===== config.mk =====
export PLATFORM = sky130hd
export DESIGN_NAME = dual_decade_counter
export DESIGN_NICKNAME = d
export VERILOG_FILES = /design/src/rtl/dcr_pkg.sv /design/src/rtl/dcr_fall_detect.sv /design/src/rtl/dcr_toggle_stage.sv /design/src/rtl/dcr_quinary_stage.sv /design/src/rtl/dcr_half.sv /design/src/rtl/dual_decade_counter.sv
export SDC_FILE = /design/constraint.sdc
export NUM_CORES = 1
export LEC_CHECK = 0
export ABC_CLOCK_PERIOD_IN_PS = 1500
export CORE_MARGIN = 2
export CORE_UTILIZATION = 48
export DETAILED_ROUTE_END_ITERATION = 7
export PLACE_DENSITY = 0.84
export SETUP_SLACK_MARGIN = 0.15
export SLEW_MARGIN = 20
export SYNTH_ARGS = -nofsm -noshare
export SYNTH_HDL_FRONTEND = slang
export SYNTH_SLANG_ARGS = --single-unit

===== constraint.sdc =====
create_clock -name clk -period 1.5 [get_ports clk]
set_clock_uncertainty 0.1 [all_clocks]
set_input_delay 0.225 -clock clk [delete_from_list [all_inputs] [get_ports clk]]
set_output_delay 0.225 -clock clk [all_outputs]
set_load 0.005 [all_outputs]

===== src/rtl/dcr_pkg.sv =====
package dcr_pkg;
  localparam int QUIN_MOD = 5;
  localparam int QUIN_W   = $clog2(QUIN_MOD);
  localparam int HALF_W   = QUIN_W + 1;

  typedef enum logic [1:0] {
    LINK_NONE  = 2'b00,
    LINK_DEC   = 2'b01,
    LINK_BIQ   = 2'b10,
    LINK_NONE2 = 2'b11
  } link_e;
endpackage


===== src/rtl/dcr_fall_detect.sv =====
module dcr_fall_detect #(
  parameter int SYNC_STAGES = 2
) (
  input  logic clk,
  input  logic rst,
  input  logic din,
  output logic fall
);
  logic [SYNC_STAGES-1:0] sync_q;
  logic                   prev_q;

  always_ff @(posedge clk) begin
    if (rst) begin
      sync_q <= '0;
      prev_q <= 1'b0;
    end else begin
      sync_q[0] <= din;
      for (int i = 1; i < SYNC_STAGES; i++) sync_q[i] <= sync_q[i-1];
      prev_q <= sync_q[SYNC_STAGES-1];
    end
  end

  assign fall = prev_q & ~sync_q[SYNC_STAGES-1];

  AST_FALL_SINGLE: assert property (@(posedge clk) disable iff (rst)
    fall |=> !fall);
endmodule


===== src/rtl/dcr_toggle_stage.sv =====
module dcr_toggle_stage (
  input  logic clk,
  input  logic rst,
  input  logic clr,
  input  logic adv,
  output logic q
);
  always_ff @(posedge clk) begin
    if (rst || clr) q <= 1'b0;
    else if (adv)   q <= ~q;
  end
endmodule


===== src/rtl/dcr_quinary_stage.sv =====
module dcr_quinary_stage
  import dcr_pkg::*;
(
  input  logic              clk,
  input  logic              rst,
  input  logic              clr,
  input  logic              adv,
  output logic [QUIN_W-1:0] cnt
);
  localparam logic [QUIN_W-1:0] LAST = QUIN_W'(QUIN_MOD - 1);

  always_ff @(posedge clk) begin
    if (rst || clr)        cnt <= '0;
    else if (adv) begin
      if (cnt >= LAST)     cnt <= '0;
      else                 cnt <= cnt + QUIN_W'(1);
    end
  end

  AST_QUIN_RANGE: assert property (@(posedge clk) disable iff (rst)
    cnt <= LAST);
endmodule


===== src/rtl/dcr_half.sv =====
module dcr_half
  import dcr_pkg::*;
#(
  parameter int SYNC_STAGES = 2
) (
  input  logic              clk,
  input  logic              rst,
  input  link_e             link,
  input  logic              cp0,
  input  logic              cp1,
  input  logic              clr,
  output logic [HALF_W-1:0] q
);
  logic              fall_a, fall_b;
  logic              adv2, adv5;
  logic              bit0;
  logic [QUIN_W-1:0] quin;

  dcr_fall_detect #(.SYNC_STAGES(SYNC_STAGES)) u_edge_a (
    .clk(clk), .rst(rst), .din(cp0), .fall(fall_a));
  dcr_fall_detect #(.SYNC_STAGES(SYNC_STAGES)) u_edge_b (
    .clk(clk), .rst(rst), .din(cp1), .fall(fall_b));

  always_comb begin
    unique case (link)
      LINK_DEC: begin
        adv2 = fall_a;
        adv5 = fall_a & bit0;
      end
      LINK_BIQ: begin
        adv5 = fall_b;
        adv2 = fall_b & quin[QUIN_W-1];
      end
      default: begin
        adv2 = fall_a;
        adv5 = fall_b;
      end
    endcase
  end

  dcr_toggle_stage u_div2 (
    .clk(clk), .rst(rst), .clr(clr), .adv(adv2), .q(bit0));
  dcr_quinary_stage u_div5 (
    .clk(clk), .rst(rst), .clr(clr), .adv(adv5), .cnt(quin));

  assign q = {quin, bit0};

  AST_CLR_ZERO: assert property (@(posedge clk) disable iff (rst)
    clr |=> q == '0);
  AST_DEC_WRAP: assert property (@(posedge clk) disable iff (rst)
    (link == LINK_DEC && !clr && fall_a && q == 4'd9) |=> q == '0);
  AST_DEC_IGNORE: assert property (@(posedge clk) disable iff (rst)
    (link == LINK_DEC && !clr && !fall_a) |=> $stable(q));
  AST_BIQ_WRAP: assert property (@(posedge clk) disable iff (rst)
    (link == LINK_BIQ && !clr && fall_b && q == 4'b1001) |=> q == '0);
  AST_BIQ_IGNORE: assert property (@(posedge clk) disable iff (rst)
    (link == LINK_BIQ && !clr && !fall_b) |=> $stable(q));
endmodule


===== src/rtl/dual_decade_counter.sv =====
module dual_decade_counter
  import dcr_pkg::*;
#(
  parameter int NUM_HALVES  = 2,
  parameter int SYNC_STAGES = 2
) (
  input  logic                         clk,
  input  logic                         rst,
  input  logic [1:0]                   mode,
  input  logic [NUM_HALVES-1:0]        cp0,
  input  logic [NUM_HALVES-1:0]        cp1,
  input  logic [NUM_HALVES-1:0]        clr,
  output logic [NUM_HALVES*HALF_W-1:0] q
);
  link_e link;
  assign link = link_e'(mode);

  for (genvar h = 0; h < NUM_HALVES; h++) begin : g_half
    dcr_half #(.SYNC_STAGES(SYNC_STAGES)) u_half (
      .clk (clk),
      .rst (rst),
      .link(link),
      .cp0 (cp0[h]),
      .cp1 (cp1[h]),
      .clr (clr[h]),
      .q   (q[h*HALF_W +: HALF_W])
    );
  end

  AST_RESET_ZERO: assert property (@(posedge clk)
    rst |=> q == '0);
endmodule


# == Word-level counts from Yosys, hierarchy flattened ==
# Index checks and enable logic that the tools add are counted.
# Widths: inputs -> output; s select.
# word_totals
register_bits,20
output_inout_bits,8
# classes
addsub,2
order_cmp,2
n_eq_ne,2
muxes,6
n_bitwise,14
n_reduce_logical,2
# ops
op,count
$and 1x1->1,8
$add 3x1->3 const B,2
$ge 3x3->1 const B,2
$mux 3,2
$not 1->1,6
$mux 1,4
$eq 2x1->1 const B,1
$eq 2x2->1 const B,1
$logic_or 1x1->1,2

# == Logic depth before layout (Yosys ltp) ==
# Gate-level depths: netlist of the first run.
# depth
depth_word,4
depth_mapped,4

# == Modules after synthesis ==
# Synthesis of the first run repeated with hierarchy kept, for this count alone.
# hier_totals
cells_unflattened,86
hier_area_um2,858.3
# by_module_without_submodules
mod,instances,cells_each,area_per_inst_um2,seq_area_each_um2
dcr_fall_detect,4,7,87.6,60.1
dcr_quinary_stage,2,17,160.2,60.1
dcr_half,2,9,55.1,0.0
dcr_toggle_stage,2,3,38.8,20.0

# == Worst setup path before layout of the first run ==
# OpenSTA, ideal clock, no wires.
# synth_path
kind,register to register
start,register g_half[0].u_half.u_div5.cnt[0]
end,register g_half[0].u_half.u_div5.cnt[1]
setup_ps,115
t_arrival_ps,998
required_ps,1285
path_slack_ps,288
stages_incl_launch_ff,5
path_cell_list,dfxtp_1 -> inv_1 -> ha_1 -> and3b_1 -> o21a_1
# synth_between
elab_chain_len,2
elab_cells_between_ends,3
# synth_lines
element,line_no,text
start: declaration,dcr_quinary_stage.sv:8,output logic [QUIN_W-1:0] cnt
start signal: assignment,dcr_quinary_stage.sv:16,else cnt <= cnt + QUIN_W'(1);
$add 3x1->3 / $ge 3x3->1 (equally long branches),"dcr_quinary_stage.sv:16, dcr_quinary_stage.sv:15",
$mux 3 (*),dcr_quinary_stage.sv:15,if (cnt >= LAST) cnt <= '0;
# Mark *: on every way between the ends. The rest lies on a longest branch, timed or not.
# A chain may end at the register's enable or synchronous reset.

# == Worst setup path in the final report of the first run ==
# layout_path
start,register g_half[1].u_half.u_div5.cnt[0]
end,register g_half[1].u_half.u_div5.cnt[1]
# layout_between
elab_chain_len,2
elab_cells_between_ends,3
# layout_lines
element,line_no
start: declaration,dcr_quinary_stage.sv:8
start signal: assignment,dcr_quinary_stage.sv:16
$add 3x1->3 / $ge 3x3->1 (equally long branches),"dcr_quinary_stage.sv:16, dcr_quinary_stage.sv:15"
$mux 3 (*),dcr_quinary_stage.sv:15
# Marks and branches as above.

==> results of run 1 <==
-- cells in the mapped netlist, drive strengths merged --
cell type	instances
dfxtp	20
nor2b	13
mux2i	6
nor2	6
ha	4
inv	4
nand2b	4
nand3b	4
nor3	4
buf	3
and3b	2
nand2	2
nand4b	2
o21a	2
o21ai	2
xnor2	2
and2b	1
-- cell families (layout without fill, tap and decap cells) --
| family | count (synthesis) | count (layout) | synth area share |
|---|---|---|---|
| simple gates | 38 | 38 | 0.302 |
| flops | 20 | 20 | 0.469 |
| buf+inv | 7 | 37 | 0.0410 |
| mux | 6 | 6 | 0.0792 |
| fa+ha+maj | 4 | 4 | 0.0587 |
| compound gates | 4 | 4 | 0.0293 |
| xor+xnor | 2 | 2 | 0.0205 |
-- routing by layer --
layer  global-route usage  share of wire
met5                    0              0
met4               0.0857         0.0089
met3               0.0235          0.028
met2                0.247           0.49
met1                0.183           0.47
-- worst max-delay path, cell delays in order, from the launching register on --
cell     delay (ns)
dfxtp_2        0.34
buf_4          0.12
inv_1          0.04
ha_1           0.27
and3b_1        0.16
o21a_1         0.16
-- per-stage QoR --
step,std cells,setup slack [ns],utilization,cell area (sq um)
finish,136,0.221,0.697,1190
global route,136,0.155,0.697,1190
CTS,134,0.191,0.676,1150
detailed placement,123,-0.252,0.619,1060
global placement,123,-0.218,0.619,1060
floorplan,81,0.288,-,853
-- path summary, 6_finish.rpt --
| kind | start | endpoint | slack [ns] | cells after the start |
|---|---|---|---|---|
| max | g_half[1].u_half.u_div5.cnt[0]$_SDFFE_PP0P_ | g_half[1].u_half.u_div5.cnt[1]$_SDFFE_PP0P_ | 0.22 | 5 |
| min | g_half[1].u_half.u_edge_a.sync_q[0]$_SDFF_PP0_ | g_half[1].u_half.u_edge_a.sync_q[1]$_SDFF_PP0_ | 0.35 | 1 |
| max reg2reg | g_half[1].u_half.u_div5.cnt[0]$_SDFFE_PP0P_ | g_half[1].u_half.u_div5.cnt[1]$_SDFFE_PP0P_ | 0.22 | 5 |
| min reg2reg | g_half[1].u_half.u_edge_a.sync_q[0]$_SDFF_PP0_ | g_half[1].u_half.u_edge_a.sync_q[1]$_SDFF_PP0_ | 0.35 | 1 |
-- cells in the final DEF, fill, tap and decap left out, types with 3 or more instances in the layout --
| master | n |
|---|---|
| clkdlybuf4s50_1 | 7 |
| buf_6 | 3 |
| nor3_2 | 4 |
| nand2b_1 | 4 |
| dfxtp_2 | 7 |
| buf_4 | 9 |
| nor2b_1 | 12 |
| dfxtp_1 | 12 |
| nor2_1 | 6 |
| clkbuf_4 | 3 |
| nand3b_1 | 4 |
| inv_1 | 3 |
| mux2i_1 | 4 |
| ha_1 | 4 |
| dlygate4sd2_1 | 10 |
-- repair_timing --
action,in CTS,in global routing
gates resized for setup,20,5
setup buffers,7,2
gates cloned,0,0
pin swaps,0,2
setup endpoints to repair,12,4
-- sequential cells by signal, indices dropped and copies added, names as in the netlist --
signal,flops
g_half.u_half.u_edge_a.prev_q,2
g_half.u_half.u_div2.q,2
g_half.u_half.u_div5.cnt,6
g_half.u_half.u_edge_b.sync_q,4
g_half.u_half.u_edge_b.prev_q,2
g_half.u_half.u_edge_a.sync_q,4
-- area by class of cell --
class,instances,share of cell area
clock buffer,4,0.0305
tap,25,0.0263
multi-input combinational,54,0.366
sequential,20,0.347
timing repair buffer,29,0.218
inverter,4,0.0126
-- report_power, final --
group / total [mW] / internal, mW / switching [mW]
registers: 0.548 / 0.543 / 0.00499
clock network: 0.302 / 0.148 / 0.155
logic: 0.0773 / 0.0470 / 0.0303
==> metrics.yaml, run 1 <==
outcome:
  status: "complete, no violations"
global_route:
  track_usage: 0.150
  overflow: 0
  grt_pass1_vias: 571
  antenna_found_initial: 0
  grt_max_degree: 12
  grt_pass1_wl_mm: 2.24
sta:
  period_minus_slack_ns: 1.28
  finalHoldViolCount: 0
  grt_setup_unrepaired: "no"
  setup_violations: 0
  worst_pin_slew_ns: 0.212
  relSlewSlack: 0.856
  fmax_mhz: 782
  worst_hold_slack_ns: 0.347
  fin_setup_tns_ns: 0
  finalMaxSlewViolations: 0
  finalCritPeriodShare: 0.853
detailed_routing:
  drt_pre_antenna_iters: 3
  viasPerCell: 4.51
  drt_wl_total_mm: 1.35
  drtAntennaViolNets: 0
  drt_iter0_markers: 2
  wl_per_cell_um: 9.89
  drc_errors: 0
  vias: 613
clocking:
  ctsHoldBuffers: 0
  clk_latency_ns: 0.29
  htreeDepth: 1
  cts_tree: "built"
  cts_buffers: 3
  cts.sinks: 20
  path_clk_slew_ns: 0.10
  cts_root_buffer: "clkbuf_4"
  clk_path_buf_depth: 2
cells_and_area:
  multi_input_area_sq_um: 435
  drive_gt1_frac: 0.297
  nNetsFinal: 126
  diodes: 0
  seqCellArea_sq_um: 413
  area_growth_pct: 39.4
  n_fill_cell: 135
floorplanning:
  core_sq_um: 1710
  die_area_sq_um: 2130
  rows: 15
  ioPinCount: 18
  die_y_um: 46.2
  initial_core_util: 0.500
  die_w_um: 46.2
synth:
  synth_seq_cells: 20
  synth_cells: 81
  syn_area_per_cell_sq_um: 10.5
  synth_cell_types: 20
  synth-seq-area-share: 0.469
  synth_top_area_frac: 0.469
  yosysWarnings: 0
  syn_area_sq_um: 853
  synth.net_count: 95
  synth_area_leaders: "dfxtp_1 47%, nor2b_1 8.8%, ha_1 5.9%, mux2i_1 4.7%, nor3_2 4.7%"
  yosysTopAreaCell: "dfxtp_1"
placement:
  port_buffers: 17
  hpwlAfterDp_mm: 1.02
  gp_congestion: 0.664
power_and_ir_drop:
  p_leak_nw: 0.506
  power.density_nw_per_um2: 780
  fin_total_pwr_mw: 0.928
  irDropWorstVdd_v: 0.000505
setup_path:
  crit_type: "reg -> reg"
  cp_max_fo: 4
  end_kind: "flip-flop"
  arrival_ns: 1.37
  worstPathRequired_ns: 1.59
  startpoint_type: "flip-flop"
job:
  max_cap_violations: 0
worst_hold_path:
  worst_hold_path_type: "reg -> reg"
No activity file was read; power rests on OpenSTA's default activity.
==> run 2: changes to the inputs <==
--- a/config.mk
+++ b/config.mk
@@ -9,6 +9,7 @@
 export CORE_MARGIN = 2
 export CORE_UTILIZATION = 48
 export DETAILED_ROUTE_END_ITERATION = 7
+export MAX_ROUTING_LAYER = met4
 export PLACE_DENSITY = 0.84
 export SETUP_SLACK_MARGIN = 0.15
 export SLEW_MARGIN = 20
==> metrics.yaml, run 2 (synthesis gave the netlist of run 1 again) <==
outcome:
  status: "complete, no violations"
cells_and_area:
  fin_area_sq_um: 1190  # unchanged
  diodes: 0  # unchanged
  largest_reg_flops: 6  # unchanged
  area_growth_pct: 39.4  # unchanged
  fin_util: 0.697  # unchanged
  largest_register: "g_half.u_half.u_div5.cnt"
  layout_common_cells: "12 x nor2b_1, 12 x dfxtp_1, 10 x dlygate4sd2_1, 9 x buf_4"
  nNetsFinal: 126  # unchanged
  top_regs: "g_half.u_half.u_div5.cnt x6, g_half.u_half.u_edge_a.sync_q x4, g_half.u_half.u_edge_b.sync_q x4"
  multi_input_area_sq_um: 435  # unchanged
  seqCellArea_sq_um: 413  # unchanged
  drive_gt1_frac: 0.297  # unchanged
  n_fill_cell: 135  # unchanged
global_route:
  overflow: 0  # unchanged
  track_usage: 0.154  # +0.00435
  use_met3: 0.0235  # unchanged
  grt_busiest_layer: "met2"
  grt_max_degree: 12  # unchanged
  met1_usage: 0.183  # unchanged
  grt_use_met2: 0.247  # unchanged
  grt_pass1_vias: 571  # unchanged
  antenna_found_initial: 0  # unchanged
  grt_pass1_wl_mm: 2.24  # -0.31%
floorplanning:
  die_y_um: 46.2  # unchanged
  core_sq_um: 1710  # unchanged
  rows: 15  # unchanged
  ioPinCount: 18  # unchanged
  initial_core_util: 0.500  # unchanged
  die_w_um: 46.2  # unchanged
  die_area_sq_um: 2130  # unchanged
detailed_routing:
  viasPerCell: 4.51  # unchanged
  drtAntennaViolNets: 0  # unchanged
  wl_per_cell_um: 9.89  # unchanged
  vias: 613  # unchanged
  drt_iter0_markers: 2  # unchanged
  drt_pre_antenna_iters: 3  # unchanged
  drt_wl_total_mm: 1.35  # unchanged
  drc_errors: 0  # unchanged
clocking:
  ctsHoldBuffers: 0  # unchanged
  cts_tree: "built"
  cts_root_buffer: "clkbuf_4"
  path_clk_slew_ns: 0.10  # about the same
  cts.sinks: 20  # unchanged
  clk_latency_ns: 0.29  # about the same
  htreeDepth: 1  # unchanged
  cts_buffers: 3  # unchanged
  clk_path_buf_depth: 2  # unchanged
setup_path:
  cp_max_fo: 4  # unchanged
  arrival_ns: 1.37  # about the same
  worstPathRequired_ns: 1.59  # about the same
  end_kind: "flip-flop"
  crit-reg2reg-launch: "g_half[1].u_half.u_div5.cnt[0]$_SDFFE_PP0P_"
  startpoint_type: "flip-flop"
  crit_path_start: "g_half[1].u_half.u_div5.cnt[0]$_SDFFE_PP0P_"
  crit_type: "reg -> reg"
placement:
  hpwlAfterDp_mm: 1.02  # unchanged
  port_buffers: 17  # unchanged
  placed_area_sq_um: 1060  # unchanged
  gp_congestion: 0.670  # +0.95%
sta:
  grt_setup_unrepaired: "no"
  worst_pin_slew_ns: 0.212  # unchanged
  setup_violations: 0  # unchanged
  finalHoldViolCount: 0  # unchanged
  fmax_mhz: 782  # about the same
  period_minus_slack_ns: 1.28  # unchanged
  finalCritPeriodShare: 0.853  # unchanged
  finalMaxSlewViolations: 0  # unchanged
  relSlewSlack: 0.856  # unchanged
worst_hold_path:
  min_from: "g_half[1].u_half.u_edge_a.sync_q[0]$_SDFF_PP0_"
  worst_hold_path_type: "reg -> reg"
power_and_ir_drop:
  fin_total_pwr_mw: 0.928  # about the same
  power.density_nw_per_um2: 780  # about the same
  irDropWorstVdd_v: 0.000505  # about the same
  p_leak_nw: 0.506  # unchanged
job:
  max_cap_violations: 0  # unchanged
[run 2: path summary, 6_finish.rpt]
check	depth (start not counted)	slack [ns]	endpoint
hold / removal	1	0.35	g_half[1].u_half.u_edge_a.sync_q[1]$_SDFF_PP0_
hold reg to reg	1	0.35	g_half[1].u_half.u_edge_a.sync_q[1]$_SDFF_PP0_
setup / recovery	5	0.22	g_half[1].u_half.u_div5.cnt[1]$_SDFFE_PP0P_
setup reg to reg	5	0.22	g_half[1].u_half.u_div5.cnt[1]$_SDFFE_PP0P_
[run 2: timing repair]
item                       CTS  global route
buffers inserted             7             2
setup endpoints to repair   12             4
pin swaps                    0             2
resized for setup           20             5
[run 2: report_power, final]
group	switching (mW)	internal, mW	leakage, nW
Sequential	0.00499	0.543	0.168
Combinational	0.0303	0.0470	0.317
Clock	0.155	0.148	0.0210
[run 2: through the flow]
stage          setup TNS (ns)  std cells  setup slack (ns)  hold slack [ns]
4_1_cts                     0        134             0.191            0.351
5_1_grt                     0        136             0.155            0.365
3_3_place_gp            -1.04        123            -0.218            0.317
3_5_place_dp            -1.31        123            -0.252            0.324
6_report                    0        136             0.221            0.347
2_1_floorplan               0         81             0.288            0.195
[run 2: area by class of cell]
cell class | instances | share of cell area
Multi-Input combinational cell | 54 | 0.366
Clock buffer | 4 | 0.0305
Tap cell | 25 | 0.0263
Sequential cell | 20 | 0.347
Timing Repair Buffer | 29 | 0.218
Inverter | 4 | 0.0126
[run 2: per-layer routing]
metal / share of wire / wire [um]
met5: 0 / 0
met4: 0.0089 / 12
met3: 0.028 / 37
met2: 0.49 / 660
met1: 0.47 / 635
[run 2: worst max-delay path, cell delays in order, from the launching register on]
cell and delay, ns:
dfxtp_2 0.34, buf_4 0.12, inv_1 0.04, ha_1 0.27, and3b_1 0.16, o21a_1 0.16
==> run 3: changes to the inputs <==
--- a/config.mk
+++ b/config.mk
@@ -10,7 +10,7 @@
 export CORE_UTILIZATION = 48
 export DETAILED_ROUTE_END_ITERATION = 7
 export MAX_ROUTING_LAYER = met4
-export PLACE_DENSITY = 0.84
+export PLACE_DENSITY = 0.76
 export SETUP_SLACK_MARGIN = 0.15
 export SLEW_MARGIN = 20
 export SYNTH_ARGS = -nofsm -noshare
==> metrics.yaml, run 3 (synthesis gave the netlist of run 1 again) <==
setup_path:
  crit_path_top_delay_cell: "dfxtp_4"
  critPathTopFamily: "flip-flops"
  crit_type: "reg -> reg"
  max_stage_delay_ns: 0.36  # +0.02 ns
  timing.critical_path.buf_inv: 2  # unchanged
  worstPathRequired_ns: 1.60  # about the same
  path_cells: "buf_4 -> inv_1 -> ha_1 -> and3b_1 -> o21a_1"
  cp_max_fo: 4  # unchanged
  arrival_ns: 1.41  # +0.04 ns
  startpoint_type: "flip-flop"
  end_kind: "flip-flop"
power_and_ir_drop:
  p_leak_nw: 0.517  # +2.3%
  p_seq_frac: 0.625  # +0.034
  power.density_nw_per_um2: 741  # -4.9%
  p_int_mw: 0.683  # -7.4%
  p_comb_frac: 0.091  # +0.008
  clkPwrFrac: 0.285  # -0.041
  p_sw_frac: 0.220  # +0.0150
  p_sw_mw: 0.192  # +1.3%
  irDropWorstVdd_v: 0.000641  # +27%
outcome:
  status: "complete, no violations"
floorplanning:
  die_area_sq_um: 2130  # unchanged
  initial_core_util: 0.500  # unchanged
  die_w_um: 46.2  # unchanged
  rows: 15  # unchanged
  core_sq_um: 1710  # unchanged
  ioPinCount: 18  # unchanged
  die_y_um: 46.2  # unchanged
detailed_routing:
  wl_per_cell_um: 11.4  # +15%
  drt_iter0_markers: 3  # +1
  viasPerCell: 4.72  # +4.7%
  drt_pre_antenna_iters: 4  # +1
  drc_errors: 0  # unchanged
  drtAntennaViolNets: 0  # unchanged
  vias: 642  # +4.7%
  drt_wl_total_mm: 1.55  # +15%
sta:
  relSlewSlack: 0.812  # -0.0439
  grt_setup_unrepaired: "yes"
  fmax_mhz: 762  # -2.6%
  finalHoldViolCount: 0  # unchanged
  worst_slack_ns: 0.187  # -0.0338 ns
  worst_hold_slack_ns: 0.348  # +0.000941 ns
  period_minus_slack_ns: 1.31  # +0.0338 ns
  worst_pin_slew_ns: 0.277  # +0.0649 ns
  fin_setup_tns_ns: 0  # unchanged
  finalMaxSlewViolations: 0  # unchanged
  setup_violations: 0  # unchanged
  finalCritPeriodShare: 0.875  # +0.0225
cells_and_area:
  multi_input_area_sq_um: 427  # -2.0%
  fin_area_sq_um: 1180  # -0.74%
  diodes: 0  # unchanged
  area_growth_pct: 38.4
  drive_gt1_frac: 0.288  # -0.00901
  top_regs: "g_half.u_half.u_div5.cnt x6, g_half.u_half.u_edge_a.sync_q x4, g_half.u_half.u_edge_b.sync_q x4"
  largest_reg_flops: 6  # unchanged
  seqCellArea_sq_um: 415  # +0.61%
  nNetsFinal: 127  # +0.79%
  fin_util: 0.692  # -0.00513
  largest_register: "g_half.u_half.u_div5.cnt"
  layout_common_cells: "12 x nor2b_1, 12 x dfxtp_1, 10 x buf_4, 9 x dlygate4sd2_1, 7 x clkdlybuf4s50_1"
  n_fill_cell: 133  # -1.5%
clocking:
  cts_buffers: 3  # unchanged
  htreeDepth: 1  # unchanged
  ctsHoldBuffers: 0  # unchanged
  clk_path_buf_depth: 2  # unchanged
  path_clk_slew_ns: 0.11  # about the same
  cts_tree: "built"
  cts_root_buffer: "clkbuf_4"
  cts.sinks: 20  # unchanged
  clk_latency_ns: 0.29  # about the same
placement:
  dp_slack_ns: -0.221  # +0.0312 ns
  placed_area_sq_um: 1070  # +1.4%
  gp_congestion: 0.743  # +11%
  hpwlAfterDp_mm: 1.02  # +0.48%
  port_buffers: 17  # unchanged
global_route:
  grt_pass1_wl_mm: 2.23  # -0.31%
  grt_max_degree: 11  # -1
  grt_pass1_vias: 543  # -4.9%
  overflow: 0  # unchanged
  track_usage: 0.159  # +0.00498
  antenna_found_initial: 0  # unchanged
worst_hold_path:
  worst_hold_path_type: "reg -> reg"
job:
  max_cap_violations: 0  # unchanged
==> run 3: cell types whose count changed in the layout (fill, tap and decap cells not counted), sizes merged <==
| cell | before | now |
|---|---|---|
| dlymetal6s2s | 0 | 1 |
| buf | 12 | 13 |
| dlygate4sd2 | 10 | 9 |
| clkbuf | 4 | 3 |
==> run 3: worst paths after layout <==
check,from,end,slack [ns],cells after the start
worst max register to register,g_half[1].u_half.u_div5.cnt[0]$_SDFFE_PP0P_,g_half[1].u_half.u_div5.cnt[1]$_SDFFE_PP0P_,0.19,5
worst max-delay path,g_half[1].u_half.u_div5.cnt[0]$_SDFFE_PP0P_,g_half[1].u_half.u_div5.cnt[1]$_SDFFE_PP0P_,0.19,5
worst min register to register,g_half[1].u_half.u_edge_b.sync_q[0]$_SDFF_PP0_,g_half[1].u_half.u_edge_b.sync_q[1]$_SDFF_PP0_,0.35,1
worst min-delay path,g_half[1].u_half.u_edge_b.sync_q[0]$_SDFF_PP0_,g_half[1].u_half.u_edge_b.sync_q[1]$_SDFF_PP0_,0.35,1
==> run 3: repair_timing <==
action                     in CTS  in global routing
buffers inserted                6                  2
cloned                          0                  0
setup endpoints to repair      13                  6
gates resized for setup        22                  4
pin swaps                       0                  1
==> run 3: area by class of cell <==
class | instances | area share
Sequential cell | 20 | 0.352
Timing Repair Buffer | 30 | 0.229
Inverter | 4 | 0.0127
Tap cell | 25 | 0.0265
Multi-Input combinational cell | 54 | 0.361
Clock buffer | 3 | 0.0191
==> run 3: per-stage QoR <==
step	total power, mW	cells
floorplan	0.597	81
global placement	0.638	125
detailed placement	0.640	125
CTS	0.880	134
global route	0.917	136
finish	0.876	136
==> run 3: per-layer routing <==
| metal | share of wire | GRT usage | vias to the layer above |
|---|---|---|---|
| li1 | - | - | 323 |
| met2 | 0.50 | 0.244 | 14 |
| met1 | 0.45 | 0.175 | 303 |
| met5 | 0 | - | - |
| met4 | 0.016 | 0.137 | 0 |
| met3 | 0.034 | 0.0275 | 2 |
==> run 3: power groups by stage <==
stage | Combinational (mW) | Clock, mW | Sequential (mW)
final | 0.0795 | 0.249 | 0.547
after global routing | 0.0859 | 0.282 | 0.548
after CTS | 0.0789 | 0.254 | 0.547
after detailed placement | 0.0763 | 0 | 0.563
after global placement | 0.0754 | 0 | 0.562
after floorplan | 0.0360 | 0 | 0.561
